$ cat src/rtl/ata_win_pkg.sv
package ata_win_pkg;
  typedef enum logic [2:0] {
    ACC_NONE,
    ACC_DRD_LO,
    ACC_DRD_HI,
    ACC_DWR_LO,
    ACC_DWR_HI,
    ACC_REG_RD,
    ACC_REG_WR
  } acc_e;

  typedef struct packed {
    acc_e       kind;
    logic       cs1;
    logic [2:0] reg_a;
  } dec_t;

  typedef enum logic [1:0] {S_IDLE, S_STRB, S_ACK} st_e;

  function automatic logic acc_is_read(acc_e k);
    return (k == ACC_DRD_LO) || (k == ACC_DRD_HI) || (k == ACC_REG_RD);
  endfunction

  function automatic logic acc_needs_dev(acc_e k);
    return (k == ACC_DRD_LO) || (k == ACC_DWR_HI) || (k == ACC_REG_RD) || (k == ACC_REG_WR);
  endfunction
endpackage

$ cat src/rtl/ata_win_decode.sv
module ata_win_decode
  import ata_win_pkg::*;
#(
  parameter int unsigned          ADDR_W    = 20,
  parameter int unsigned          WIN_W     = 10,
  parameter logic [ADDR_W-1:0]    BASE_ADDR = 20'hCC000
) (
  input  logic [ADDR_W-1:0] addr_i,
  input  logic              we_i,
  output dec_t              dec_o
);
  localparam int unsigned PAGE_BIT = WIN_W - 1;

  logic hit;
  assign hit = (addr_i[ADDR_W-1:WIN_W] == BASE_ADDR[ADDR_W-1:WIN_W]);

  always_comb begin
    dec_o = '{kind: ACC_NONE, cs1: 1'b0, reg_a: 3'd0};
    if (hit) begin
      if (!addr_i[PAGE_BIT]) begin
        // data page: low address bits ignored, always CS0 reg 0
        if (we_i) dec_o.kind = addr_i[0] ? ACC_DWR_HI : ACC_DWR_LO;
        else      dec_o.kind = addr_i[0] ? ACC_DRD_HI : ACC_DRD_LO;
      end else begin
        dec_o.kind  = we_i ? ACC_REG_WR : ACC_REG_RD;
        dec_o.cs1   = addr_i[3];
        dec_o.reg_a = addr_i[2:0];
      end
    end
  end
endmodule

$ cat src/rtl/ata_win_timer.sv
module ata_win_timer #(
  parameter int unsigned STROBE_CYC = 3
) (
  input  logic clk_i,
  input  logic rst_ni,
  input  logic start_i,
  output logic active_o,
  output logic last_o
);
  localparam int unsigned CW = (STROBE_CYC > 1) ? $clog2(STROBE_CYC) : 1;
  localparam logic [CW-1:0] LAST = CW'(STROBE_CYC - 1);

  logic [CW-1:0] cnt_q;
  logic          act_q;

  assign active_o = act_q;
  assign last_o   = act_q && (cnt_q == LAST);

  always_ff @(posedge clk_i or negedge rst_ni) begin
    if (!rst_ni) begin
      act_q <= 1'b0;
      cnt_q <= '0;
    end else if (start_i && !act_q) begin
      act_q <= 1'b1;
      cnt_q <= '0;
    end else if (act_q) begin
      if (cnt_q == LAST) act_q <= 1'b0;
      else               cnt_q <= cnt_q + 1'b1;
    end
  end
endmodule

$ cat src/rtl/ata_win_lanes.sv
module ata_win_lanes (
  input  logic        clk_i,
  input  logic        rst_ni,
  input  logic        rd_cap_i,
  input  logic [15:0] dev_word_i,
  input  logic        wr_hold_i,
  input  logic [7:0]  wr_byte_i,
  output logic [7:0]  rd_hi_o,
  output logic [7:0]  wr_lo_o
);
  always_ff @(posedge clk_i or negedge rst_ni) begin
    if (!rst_ni) begin
      rd_hi_o <= '0;
      wr_lo_o <= '0;
    end else begin
      if (rd_cap_i)  rd_hi_o <= dev_word_i[15:8];
      if (wr_hold_i) wr_lo_o <= wr_byte_i;
    end
  end
endmodule

$ cat src/rtl/ata_win_bridge.sv
module ata_win_bridge
  import ata_win_pkg::*;
#(
  parameter int unsigned       ADDR_W     = 20,
  parameter int unsigned       WIN_W      = 10,
  parameter logic [ADDR_W-1:0] BASE_ADDR  = 20'hCC000,
  parameter int unsigned       STROBE_CYC = 3
) (
  input  logic              clk_i,
  input  logic              rst_ni,
  input  logic              host_req_i,
  input  logic              host_we_i,
  input  logic [ADDR_W-1:0] host_addr_i,
  input  logic [7:0]        host_wdata_i,
  output logic [7:0]        host_rdata_o,
  output logic              host_rdata_oe_o,
  output logic              host_ack_o,
  output logic              dev_cs0_n_o,
  output logic              dev_cs1_n_o,
  output logic [2:0]        dev_addr_o,
  output logic              dev_rd_n_o,
  output logic              dev_wr_n_o,
  input  logic [15:0]       dev_data_i,
  output logic [15:0]       dev_data_o,
  output logic              dev_data_oe_o
);
  dec_t dec, op_q;
  st_e  st_q;
  logic [7:0] wdata_q, rdata_q, rd_hi, wr_lo;
  logic strb, strb_last, accept, start;

  ata_win_decode #(.ADDR_W(ADDR_W), .WIN_W(WIN_W), .BASE_ADDR(BASE_ADDR)) u_dec (
    .addr_i(host_addr_i), .we_i(host_we_i), .dec_o(dec)
  );

  assign accept = (st_q == S_IDLE) && host_req_i && (dec.kind != ACC_NONE);
  assign start  = accept && acc_needs_dev(dec.kind);

  ata_win_timer #(.STROBE_CYC(STROBE_CYC)) u_tmr (
    .clk_i, .rst_ni, .start_i(start), .active_o(strb), .last_o(strb_last)
  );

  ata_win_lanes u_lanes (
    .clk_i, .rst_ni,
    .rd_cap_i  (strb_last && (op_q.kind == ACC_DRD_LO)),
    .dev_word_i(dev_data_i),
    .wr_hold_i (accept && (dec.kind == ACC_DWR_LO)),
    .wr_byte_i (host_wdata_i),
    .rd_hi_o   (rd_hi),
    .wr_lo_o   (wr_lo)
  );

  always_ff @(posedge clk_i or negedge rst_ni) begin
    if (!rst_ni) begin
      st_q    <= S_IDLE;
      op_q    <= '{kind: ACC_NONE, cs1: 1'b0, reg_a: 3'd0};
      wdata_q <= '0;
      rdata_q <= '0;
    end else begin
      unique case (st_q)
        S_IDLE: if (accept) begin
          op_q    <= dec;
          wdata_q <= host_wdata_i;
          if (dec.kind == ACC_DRD_HI) rdata_q <= rd_hi;
          st_q <= acc_needs_dev(dec.kind) ? S_STRB : S_ACK;
        end
        S_STRB: if (strb_last) begin
          if (acc_is_read(op_q.kind)) rdata_q <= dev_data_i[7:0];
          st_q <= S_ACK;
        end
        S_ACK:   st_q <= S_IDLE;
        default: st_q <= S_IDLE;
      endcase
    end
  end

  logic op_rd;
  assign op_rd = acc_is_read(op_q.kind);

  assign dev_cs0_n_o   = !(strb && !op_q.cs1);
  assign dev_cs1_n_o   = !(strb && op_q.cs1);
  assign dev_addr_o    = strb ? op_q.reg_a : 3'd0;
  assign dev_rd_n_o    = !(strb && op_rd);
  assign dev_wr_n_o    = !(strb && !op_rd);
  assign dev_data_oe_o = strb && !op_rd;
  assign dev_data_o    = (op_q.kind == ACC_DWR_HI) ? {wdata_q, wr_lo} : {8'h00, wdata_q};

  assign host_ack_o      = (st_q == S_ACK);
  assign host_rdata_oe_o = host_ack_o && op_rd;
  assign host_rdata_o    = host_rdata_oe_o ? rdata_q : 8'h00;

  // strobe width monitor for assertions
  localparam int unsigned LW = $clog2(STROBE_CYC + 2);
  logic [LW-1:0] low_cnt_q;
  always_ff @(posedge clk_i or negedge rst_ni) begin
    if (!rst_ni)                               low_cnt_q <= '0;
    else if (!(dev_rd_n_o && dev_wr_n_o)) begin
      if (low_cnt_q < LW'(STROBE_CYC)) low_cnt_q <= low_cnt_q + 1'b1;
    end else                                   low_cnt_q <= '0;
  end

  a_r1_miss_silent: assert property (@(posedge clk_i) disable iff (!rst_ni)
    ((st_q == S_IDLE) && host_req_i && (dec.kind == ACC_NONE)) |=>
      (dev_rd_n_o && dev_wr_n_o && !host_ack_o && !host_rdata_oe_o));
  a_r4_odd_rd_no_strobe: assert property (@(posedge clk_i) disable iff (!rst_ni)
    ((st_q == S_IDLE) && host_req_i && (dec.kind == ACC_DRD_HI)) |=>
      (dev_rd_n_o && host_ack_o));
  a_r5_even_wr_no_strobe: assert property (@(posedge clk_i) disable iff (!rst_ni)
    ((st_q == S_IDLE) && host_req_i && (dec.kind == ACC_DWR_LO)) |=>
      (dev_wr_n_o && host_ack_o));
  a_r7_cs_exclusive: assert property (@(posedge clk_i) disable iff (!rst_ni)
    $onehot0({!dev_cs0_n_o, !dev_cs1_n_o}) && (!(dev_rd_n_o && dev_wr_n_o) -> !(dev_cs0_n_o && dev_cs1_n_o)));
  a_r8_strobe_width: assert property (@(posedge clk_i) disable iff (!rst_ni)
    ($rose(dev_rd_n_o) || $rose(dev_wr_n_o)) |-> (low_cnt_q >= LW'(STROBE_CYC)));
  a_r8_no_ack_in_strobe: assert property (@(posedge clk_i) disable iff (!rst_ni)
    host_ack_o |-> (dev_rd_n_o && dev_wr_n_o));
  a_r9_ack_pulse: assert property (@(posedge clk_i) disable iff (!rst_ni)
    host_ack_o |=> !host_ack_o);
  a_r9_oe_in_ack: assert property (@(posedge clk_i) disable iff (!rst_ni)
    host_rdata_oe_o |-> host_ack_o);
endmodule

$ cat config.mk
export PLATFORM = sky130hd
export DESIGN_NAME = ata_win_bridge
export DESIGN_NICKNAME = d
export VERILOG_FILES = /design/src/rtl/ata_win_pkg.sv /design/src/rtl/ata_win_decode.sv /design/src/rtl/ata_win_timer.sv /design/src/rtl/ata_win_lanes.sv /design/src/rtl/ata_win_bridge.sv
export SDC_FILE = /design/constraint.sdc
export NUM_CORES = 1
export LEC_CHECK = 0
export ABC_AREA = 1
export BUFFER_PORTS_ARGS = -buffer_cell sky130_fd_sc_hd__buf_2
export CAP_MARGIN = 20
export CORE_ASPECT_RATIO = 1.4
export CORE_MARGIN = 2
export CORE_UTILIZATION = 54
export CTS_CLUSTER_SIZE = 30
export DETAILED_ROUTE_END_ITERATION = 8
export PLACE_DENSITY = 0.87
export SLEW_MARGIN = 20
export SYNTH_ARGS = -nofsm -noshare
export SYNTH_HDL_FRONTEND = slang
export SYNTH_SLANG_ARGS = --single-unit
$ cat constraint.sdc
create_clock -name clk_i -period 4.6 [get_ports clk_i]
set_clock_uncertainty 0.15 [all_clocks]
set_input_delay 0.69 -clock clk_i [delete_from_list [all_inputs] [get_ports clk_i]]
set_output_delay 0.69 -clock clk_i [all_outputs]
set_load 0.05 [all_outputs]
==> reports/summary.md, run 1 <==
### Status
* finished clean — run status

### Routing
* 0 — remaining design rule violation count
* 4.933 mm — final WL
* 0 — Antenna Violating Nets Remaining
* 10.96 um — Routed wire per std cell
* 4 — number of detailed-route iterations in the first pass
* 96 — drt initial violations
* 2219 — via count
* 4.931 — post-DR vias/cell

### Clock network
* 2 — deepest clock path buffer count
* 5 — number of buffers created by CTS
* 0 — number of buffers inserted for hold repair after clock tree synthesis
* 80 ps — clock transition at the registers of the reported paths
* 290 ps — source-to-sink clock delay at the later pin of the worst-skew pair
* done — clock tree from TritonCTS
* sky130_fd_sc_hd__clkbuf_8 — clock tree root buffer cell
* 0 — Post-CTS Setup Repair Bufs
* 0 — Resized cells post-CTS
* 44 — CTS sink count
* 2 — H-tree level count

### Die
* 83.39 um — die height
* 28 — Site Rows
* 82 — I/O pin total
* 60.71 um — floorplan die width
* 0.5688 — initial core utilization
* 0.005062 mm^2 — die outline area
* 0.004274 mm^2 — Placeable Area

### STA
* false — RSZ-0062 raised after global routing
* 0 — hold violation total from the final report
* 926.3 ps — worst slew pin tran
* 0.3465 GHz — peak clock frequency supported by timing
* 0.6274 — final critical-path share of the clock period
* 0 ps — Setup Total Neg Slack
* 325.4 ps — Post-Route Hold Slack
* 0 — number of setup violations in the final report
* 0.3825 — worst rel slew slack
* 0 — final number of max-transition violations
* 2886 ps — Tmin final

### Setup path
* 6 — number of cells on the worst reg-to-reg path
* 2610 ps — Register-to-Register Setup Slack
* 24 — CP Max Fanout
* st_q[0] — worst flop-to-flop path startpoint
* output port — Worst Setup End Kind
* 2050 ps — worst endpoint data arrival time
* 3760 ps — required time at the endpoint of the critical path
* flop — Critical Path Source Type
* rdata_q[4] — endpoint of the worst register-to-register path
* flop to output port — type of the setup path with the least slack

### Synth
* 1.000 — fraction of registers with async set/reset
* 0 — number of enable flip-flop cells after synthesis
* sky130_fd_sc_hd__dfrtp_1 — Most used DFF post-synth
* 315 — cell count after synthesis
* 44 — synthesis-stage register bit count
* 25 — count of different cell masters after synthesis
* 0.4529 — part of the Yosys area used for sequential elements
* 7.718 um^2 — Mapped Avg Cell Area
* 365 — Synth Net Count
* 0 — Synthesis Warnings
* 0.002431 mm^2 — post-synthesis cell area

### Power and ir drop
* 0.0001787 V — peak supply drop
* 0.561 — proportion of power drawn by flip-flops and latches
* 238.4 mW/mm^2 — total power divided by cell area
* 698.1 uW — Power, Total
* 544.7 uW — Power Internal
* 0.001681 uW — cell leakage power
* 0.372 — Clock Power Share
* 0.2197 — switching part of the total power
* 0.067 — relative contribution of combinational cells to total power
* 153.4 uW — switching power

### GRT
* 0.2176 — All-Layer GR Usage
* 0 — global-route congestion overflow total
* 45 — pin count of the biggest net entering global routing
* 2211 — number of global-route vias before repair
* 0 — antenna violations before repair
* 8.749 mm — global-route wire length before repair

### Place
* 443 — instance count after placement with tap cells included
* 76 — count of input and output buffers
* 3.816 mm — Detailed Place HPWL
* 0.8687 — gp weighted congestion

### Hold path
* 2 — number of cells on the worst hold path
* flop to flop — type of the most critical hold path
* rdata_q[1] — startpoint of the most critical hold path
* rdata_q[1] — endpoint of the worst hold path

### Layout
* 440 — Layout Nets
* 0.2641 — share of cells above drive strength 1
* 450 — non-filler instance count after layout
* 0 — diode insertion count for antenna repair
* 20.43% — Layout area overhead

### Flow run
* 0 — max-capacitance violation count

worst max-delay path, cell delays in order (launching register included):
cell and delay (ps):
sky130_fd_sc_hd__dfrtp_1 390, sky130_fd_sc_hd__inv_1 120, sky130_fd_sc_hd__nand3_1 590, sky130_fd_sc_hd__a21oi_1 340
sky130_fd_sc_hd__buf_2 290
cell families after synthesis:
| family | after synthesis | synth area share |
|---|---|---|
| AND/OR/NAND/NOR | 164 | 0.3124 |
| AO/OA/AOI/OAI | 35 | 0.08132 |
| adder cells (fa/ha/maj) | 2 | 0.01029 |
| multiplexers | 8 | 0.03706 |
| flip-flops | 44 | 0.4529 |
| buffers and inverters | 62 | 0.1060 |
Yosys cell counts, types with 6 or more instances:
library cell / number / share of area
sky130_fd_sc_hd__nand2_1: 87 / 0.13
sky130_fd_sc_hd__inv_1: 54 / 0.083
sky130_fd_sc_hd__dfrtp_1: 44 / 0.45
sky130_fd_sc_hd__nor2_1: 37 / 0.057
sky130_fd_sc_hd__nand3_1: 18 / 0.037
sky130_fd_sc_hd__o21ai_0: 16 / 0.033
sky130_fd_sc_hd__a21oi_1: 10 / 0.021
sky130_fd_sc_hd__nand4_1: 9 / 0.023
sky130_fd_sc_hd__mux2_2: 8 / 0.037
sky130_fd_sc_hd__o21ai_1: 6 / 0.012
registers in the layout, indices dropped and copies added (netlist names):
name and count:
op_q 7, rdata_q 8, u_lanes.rd_hi_o 8, u_lanes.wr_lo_o 8, u_tmr.active_o 1, wdata_q 8, u_tmr.cnt_q 2, st_q 2
stage by stage:
| step | utilization | setup WS [ps] | area (um^2) |
|---|---|---|---|
| 2_1_floorplan | - | 1652 | 2431 |
| 3_3_place_gp | 0.6625 | 2041 | 2831 |
| 3_5_place_dp | 0.6625 | 2037 | 2831 |
| 4_1_cts | 0.6850 | 1696 | 2928 |
| 5_1_grt | 0.6850 | 1501 | 2928 |
| 6_report | 0.6850 | 1714 | 2928 |
final cells by class:
type                            count  area [um^2]
Timing Repair Buffer               76        380.4
Clock buffer                        7        96.34
Fill cell                         395         1346
Sequential cell                    44         1101
Multi-Input combinational cell    209         1072
Inverter                           54        202.7
Tap cell                           60        75.07
placed cells by master, fill, tap and decap left out, drive strengths merged, types with 2 or more instances in the layout:
cell type,n
clkbuf,7
nor2,39
a21oi,10
inv,54
dfrtp,44
nand4,11
buf,76
o21ai,23
mux2,8
ha,2
nand2,90
nand3,20
power groups by stage:
stage | logic [uW] | registers (uW) | clock network [uW]
6_report | 46.8 | 392 | 260
5_1_grt | 53.4 | 392 | 284
4_1_cts | 47.5 | 392 | 261
3_5_place_dp | 47.4 | 399 | 0
3_3_place_gp | 46.2 | 399 | 0
2_1_floorplan | 17.8 | 399 | 0
how the worst max path moves through the flow:
| stage | startpoint | to | slack [ps] |
|---|---|---|---|
| 2_1_floorplan | st_q[1] | host_rdata_o[0] | 1650 |
| 3_3_place_gp | op_q[5] | dev_data_o[1] | 2040 |
| 3_5_place_dp | op_q[4] | dev_data_o[4] | 2040 |
| 4_1_cts | op_q[4] | dev_data_o[4] | 1700 |
| 5_1_grt | op_q[5] | dev_data_o[3] | 1500 |
| 6_report | op_q[4] | dev_data_o[5] | 1710 |
routing by layer:
layer | track usage | up-vias | routed length, um
met5 | 0 | - | 0
met4 | 0.06324 | 0 | 28
met3 | 0.05763 | 6 | 256
met2 | 0.3851 | 70 | 2575
met1 | 0.2459 | 1007 | 2072
li1 | - | 1136 | -
Power figures use the tool's default switching activity.
==> inputs of run 2 (changes only) <==
--- a/config.mk
+++ b/config.mk
@@ -10,10 +10,10 @@
 export CAP_MARGIN = 20
 export CORE_ASPECT_RATIO = 1.4
 export CORE_MARGIN = 2
-export CORE_UTILIZATION = 54
+export CORE_UTILIZATION = 45
 export CTS_CLUSTER_SIZE = 30
 export DETAILED_ROUTE_END_ITERATION = 8
-export PLACE_DENSITY = 0.87
+export PLACE_DENSITY = 0.77
 export SLEW_MARGIN = 20
 export SYNTH_ARGS = -nofsm -noshare
 export SYNTH_HDL_FRONTEND = slang
==> constraint.sdc (replaced) <==
create_clock -name clk_i -period 2.4 [get_ports clk_i]
set_clock_uncertainty 0.15 [all_clocks]
set_input_delay 0.36 -clock clk_i [delete_from_list [all_inputs] [get_ports clk_i]]
set_output_delay 0.36 -clock clk_i [all_outputs]
set_load 0.05 [all_outputs]
==> reports/summary.md, run 2 (synthesis results as in run 1) <==
### Setup path
* u_lanes.rd_hi_o[1] — endpoint of the worst register-to-register path
* flop to output port — type of the setup path with the least slack
* flop — Critical Path Source Type
* u_tmr.active_o — worst flop-to-flop path startpoint
* 4 — number of cells on the worst reg-to-reg path, -2
* 9 — CP Max Fanout, -63%
* 590 ps — Register-to-Register Setup Slack, -2020 ps
* 1890 ps — required time at the endpoint of the critical path, -1870 ps
* 1680 ps — worst endpoint data arrival time, -370 ps
* output port — Worst Setup End Kind

### Clock network
* sky130_fd_sc_hd__clkbuf_8 — clock tree root buffer cell
* 2 — H-tree level count, unchanged
* 290 ps — source-to-sink clock delay at the later pin of the worst-skew pair, about the same
* 5 — number of buffers created by CTS, unchanged
* 90 ps — clock transition at the registers of the reported paths, about the same
* 44 — CTS sink count, unchanged
* 0 — Post-CTS Setup Repair Bufs, unchanged
* done — clock tree from TritonCTS
* 2 — deepest clock path buffer count, unchanged

### Die
* 0.005197 mm^2 — Placeable Area, +22%
* 66.12 um — floorplan die width, +8.9%
* 31 — Site Rows, +11%
* 0.006015 mm^2 — die outline area, +19%
* 0.4677 — initial core utilization, -0.1011
* 90.97 um — die height, +9.1%
* 82 — I/O pin total, unchanged

### Routing
* 0 — Antenna Violating Nets Remaining, unchanged
* 10.60 um — Routed wire per std cell, -3.3%
* 4.716 — post-DR vias/cell, -4.4%
* 2179 — via count, -1.8%
* 0 — remaining design rule violation count, unchanged
* 4 — number of detailed-route iterations in the first pass, unchanged
* 4.897 mm — final WL, -0.73%
* 60 — drt initial violations, -38%

### STA
* 205.2 ps — setup slack of the critical path after layout, -1509 ps
* 0 — final number of max-transition violations, unchanged
* 2195 ps — Tmin final
* 0.9145 — final critical-path share of the clock period
* 0.4556 GHz — peak clock frequency supported by timing
* 0 — hold violation total from the final report, unchanged
* 0.6294 — worst rel slew slack, +0.2469
* 130.9 ps — Post-Route Hold Slack, -194.5 ps
* 0 ps — Setup Total Neg Slack, unchanged
* false — RSZ-0062 raised after global routing
* 555.9 ps — worst slew pin tran, -370.4 ps
* 0 — number of setup violations in the final report, unchanged

### Layout
* 0 — diode insertion count for antenna repair, unchanged
* 498 — layout filler cell count, +26%
* sky130_fd_sc_hd__nand2_1 — most common library cell in the layout ignoring fill and taps
* 86 x sky130_fd_sc_hd__nand2_1, 76 x sky130_fd_sc_hd__buf_2, 54 x sky130_fd_sc_hd__inv_1 — most frequent cells in the layout
* 462 — non-filler instance count after layout, +2.7%
* 0.3005 — share of cells above drive strength 1, +0.03640
* 24.40% — Layout area overhead
* 445 — Layout Nets, +1.1%
* 0.5818 — Final Core Density, -0.1032

### GRT
* 0.1715 — All-Layer GR Usage, -0.04612
* 1986 — number of global-route vias before repair, -10%
* 26 — pin count of the biggest net entering global routing, -42%
* 8.211 mm — global-route wire length before repair, -6.1%
* 0 — global-route congestion overflow total, unchanged
* 0 — antenna violations before repair, unchanged

### Flow run
* 0 — max-capacitance violation count, unchanged

### Place
* 453 — instance count after placement with tap cells included, +2.3%
* 326.7 ps — dpl ws, -1710 ps
* 76 — count of input and output buffers, unchanged
* 3.890 mm — Detailed Place HPWL, +2.0%
* 0.7950 — gp weighted congestion, -8.5%

### Power and ir drop
* 0.001711 uW — cell leakage power, +1.8%
* 0.0004154 V — peak supply drop, +130%
* 469.4 mW/mm^2 — total power divided by cell area, +97%

### Hold path
* input pin to flop — type of the most critical hold path
* 3 — number of cells on the worst hold path, +1
* wdata_q[6] — endpoint of the worst hold path
* host_wdata_i[6] — startpoint of the most critical hold path

### Status
* finished clean — run status

## run 2: through the flow
step                instance area (um^2)  total power, uW
finish                              3024             1420
global route                        3024             1482
CTS                                 3020             1435
detailed placement                  2892            859.9
floorplan                           2454            799.1
global placement                    2892            857.5
## run 2: what timing repair did
action / 4_1_cts / 5_1_grt
pin swaps: 0 / 0
hold buffers: 1 / 0
endpoints found under the hold margin: 23 / 0
endpoints found under the setup margin: 8 / 9
gates resized for setup: 1 / 1
## run 2: layer usage
| metal | global-route usage | vias up | routed length, um |
|---|---|---|---|
| met5 | 0 | - | 0 |
| met4 | 0.04762 | 0 | 49 |
| met3 | 0.03717 | 5 | 263 |
| met2 | 0.3158 | 57 | 2503 |
| met1 | 0.1924 | 969 | 2081 |
| li1 | - | 1148 | - |
## run 2: worst max-delay path by stage
stage	startpoint	to	depth (start not counted)
3_3_place_gp	op_q[4]	host_rdata_o[4]	6
2_1_floorplan	op_q[4]	dev_wr_n_o	5
3_5_place_dp	op_q[4]	host_rdata_o[5]	6
4_1_cts	op_q[4]	host_rdata_o[5]	6
6_report	op_q[4]	host_rdata_o[5]	6
5_1_grt	op_q[4]	host_rdata_o[7]	6
## run 2: cell type report
cell class,count,area [um^2],share of cell area
clock inverters,3,47.55,0.01572
clock buffers,5,68.82,0.02276
inverters,54,202.7,0.06703
flip-flops and latches,44,1101,0.3641
repair buffers,81,420.4,0.1390
well taps,66,82.58,0.02731
multi-input cells,209,1101,0.3641
## run 2: critical path, cell delays in order, from the launching register on
cell,delay [ps]
sky130_fd_sc_hd__dfrtp_1,380
sky130_fd_sc_hd__inv_1,120
sky130_fd_sc_hd__a21oi_1,90
sky130_fd_sc_hd__a21oi_2,200
sky130_fd_sc_hd__nand2_2,210
sky130_fd_sc_hd__nor2_2,120
sky130_fd_sc_hd__buf_2,260
## run 2: power breakdown
group,leakage (uW),switching [uW],internal [uW]
logic,0.00113,51.1,43.0
registers,0.000518,3.14,748
clock network,0.0000583,261,313
total,0.00171,316,1100
==> inputs of run 3 (changes only) <==
--- a/config.mk
+++ b/config.mk
@@ -9,12 +9,11 @@
 export BUFFER_PORTS_ARGS = -buffer_cell sky130_fd_sc_hd__buf_2
 export CAP_MARGIN = 20
 export CORE_ASPECT_RATIO = 1.4
-export CORE_MARGIN = 2
+export CORE_MARGIN = 10
 export CORE_UTILIZATION = 45
-export CTS_CLUSTER_SIZE = 30
 export DETAILED_ROUTE_END_ITERATION = 8
 export PLACE_DENSITY = 0.77
-export SLEW_MARGIN = 20
+export SLEW_MARGIN = 25
 export SYNTH_ARGS = -nofsm -noshare
 export SYNTH_HDL_FRONTEND = slang
 export SYNTH_SLANG_ARGS = --single-unit
==> reports/summary.md, run 3 (synthesis results as in run 1) <==
### Power and ir drop
* 0.001742 uW — cell leakage power, +1.8%
* 0.057 — relative contribution of combinational cells to total power, -0.009
* 0.467 — proportion of power drawn by flip-flops and latches, -0.062
* 0.476 — Clock Power Share, +0.071
* 298.0 uW — switching power, -5.6%
* 0.0003493 V — peak supply drop, -16%
* 524.7 mW/mm^2 — total power divided by cell area, +12%
* 0.1854 — switching part of the total power, -0.03693
* 1310 uW — Power Internal, +19%

### GRT
* 0 — global-route congestion overflow total, unchanged
* 2241 — number of global-route vias before repair, +13%
* 9.584 mm — global-route wire length before repair, +17%
* 45 — pin count of the biggest net entering global routing, +73%
* 0 — antenna violations before repair, unchanged
* 0.1328 — All-Layer GR Usage, -0.03867

### Setup path
* 1890 ps — required time at the endpoint of the critical path, about the same
* 1720 ps — worst endpoint data arrival time, +40 ps
* inv_1 -> a21oi_1 -> a21oi_2 -> nand2_4 -> nor2_2 -> buf_2 — sequence of cells on the critical path
* output port — Worst Setup End Kind
* 2 — number of buffer and inverter stages on the critical path, unchanged
* 9 — CP Max Fanout, unchanged
* 380 ps — Crit path largest cell delay, about the same
* sky130_fd_sc_hd__dfrtp_1 — standard cell with the maximum stage delay on the critical path
* buffers and inverters — crit-path leading delay family
* flop — Critical Path Source Type
* flop to output port — type of the setup path with the least slack

### Routing
* 96 — drt initial violations, +60%
* 448 um — met3 wirelength from detailed routing, +70%
* met4 — top layer reached by signal wires
* 5.624 mm — final WL, +15%
* 4.770 — post-DR vias/cell, +1.1%
* 12.20 um — Routed wire per std cell, +15%
* 2.291 mm — post-route met1 wirelength, +10%
* 0 — remaining design rule violation count, unchanged
* 2.846 mm — met2 WL post-DR, +14%
* 0 — Antenna Violating Nets Remaining, unchanged
* 2199 — via count, +0.92%
* 4 — number of detailed-route iterations in the first pass, unchanged

### Place
* 76 — count of input and output buffers, unchanged
* 4.478 mm — Detailed Place HPWL, +15%
* 0.8362 — gp weighted congestion, +5.2%

### STA
* 2231 ps — Tmin final, +36.23 ps
* 0.4482 GHz — peak clock frequency supported by timing, -1.6%
* 0 — hold violation total from the final report, unchanged
* 0.6352 — worst rel slew slack, +0.005796
* 0 — number of setup violations in the final report, unchanged
* 130.4 ps — Post-Route Hold Slack, -0.5550 ps
* 0 ps — Setup Total Neg Slack, unchanged
* 0.9296 — final critical-path share of the clock period, +0.01510
* false — RSZ-0062 raised after global routing
* 547.2 ps — worst slew pin tran, -8.693 ps
* 0 — final number of max-transition violations, unchanged

### Clock network
* 44 — CTS sink count, unchanged
* done — clock tree from TritonCTS
* 80 ps — clock transition at the registers of the reported paths, about the same
* 290 ps — source-to-sink clock delay at the later pin of the worst-skew pair, about the same
* 0 — Post-CTS Setup Repair Bufs, unchanged
* 2 — deepest clock path buffer count, unchanged
* 5 — number of buffers created by CTS, unchanged
* 2 — H-tree level count, unchanged
* sky130_fd_sc_hd__clkbuf_8 — clock tree root buffer cell

### Layout
* 0 — diode insertion count for antenna repair, unchanged
* 484 — layout filler cell count, -2.8%
* 444 — Layout Nets, -0.22%
* 26.04% — Layout area overhead
* 0.2987 — share of cells above drive strength 1, -0.001771
* sky130_fd_sc_hd__nand2_1 — most common library cell in the layout ignoring fill and taps
* 86 x sky130_fd_sc_hd__nand2_1, 76 x sky130_fd_sc_hd__buf_2, 54 x sky130_fd_sc_hd__inv_1 — most frequent cells in the layout

### Status
* finished clean — run status

### Die
* 31 — Site Rows, unchanged
* 82.12 um — floorplan die width, +24%
* 0.008784 mm^2 — die outline area, +46%
* 0.005197 mm^2 — Placeable Area, unchanged
* 107.0 um — die height, +18%
* 0.4677 — initial core utilization, unchanged
* 82 — I/O pin total, unchanged

### Hold path
* input pin to flop — type of the most critical hold path

### Flow run
* 0 — max-capacitance violation count, unchanged

-- run 3: changes by cell type in the layout (fill, tap and decap cells not counted) --
cell | before | now
sky130_fd_sc_hd__buf_4 | 4 | 3
sky130_fd_sc_hd__nand2_2 | 4 | 3
sky130_fd_sc_hd__clkinv_4 | 2 | 0
sky130_fd_sc_hd__nand2_4 | 0 | 1
sky130_fd_sc_hd__bufinv_16 | 1 | 3
-- run 3: metrics by stage --
stage               utilization  instances  area (um^2)  power, uW  setup slack (ps)
floorplan                     -        315         2454      799.1             146.6
global placement         0.5549        452         2884      855.6             347.0
detailed placement       0.5549        452         2884      857.8             303.6
CTS                      0.5886        461         3059       1626             114.8
global route             0.5896        461         3064       1675             17.50
finish                   0.5896        461         3064       1608             169.0
-- run 3: area by class of cell --
type / count / area (um^2) / share of cell area
well taps: 66 / 82.58 / 0.02695
flip-flops and latches: 44 / 1101 / 0.3593
inverters: 54 / 202.7 / 0.06615
clock inverters: 3 / 90.09 / 0.02940
multi-input cells: 209 / 1106 / 0.3610
clock buffers: 5 / 68.82 / 0.02246
repair buffers: 80 / 412.9 / 0.1347
-- run 3: final timing paths --
check,start,endpoint,slack [ps],cells past startpoint
max in group asynchronous,rst_ni,op_q[2],1200,3
min in group asynchronous,rst_ni,wdata_q[0],520,3
hold / removal,host_wdata_i[6],wdata_q[6],130,3
setup reg to reg,u_tmr.active_o,u_lanes.rd_hi_o[2],610,4
setup / recovery,op_q[4],host_rdata_o[3],170,6
hold reg to reg,rdata_q[3],rdata_q[3],330,2
-- run 3: tightest hold or removal path, delay by kind of cell --
kind | cells | cell delay (ps)
buffers and inverters | 1 | 90
AO/OA/AOI/OAI | 1 | 50
AND/OR/NAND/NOR | 1 | 40
-- run 3: repair_timing --
item                                    4_1_cts  5_1_grt
resized for setup                             2        1
hold buffers                                  1        0
hold endpoints to repair                     24        0
endpoints found under the setup margin        9        4
-- run 3: power by group through the flow --
stage | Sequential, uW | Combinational, uW | Clock [uW]
floorplan | 765 | 34.1 | 0
global placement | 765 | 90.4 | 0
detailed placement | 766 | 92.3 | 0
CTS | 751 | 93.8 | 782
global route | 752 | 105 | 819
finish | 751 | 91.7 | 765
-- run 3: per-layer routing --
metal,vias to the layer above,global-route usage
met5,-,0
met2,64,0.2388
met1,998,0.1440
li1,1133,-
met4,0,0.03415
met3,4,0.04181
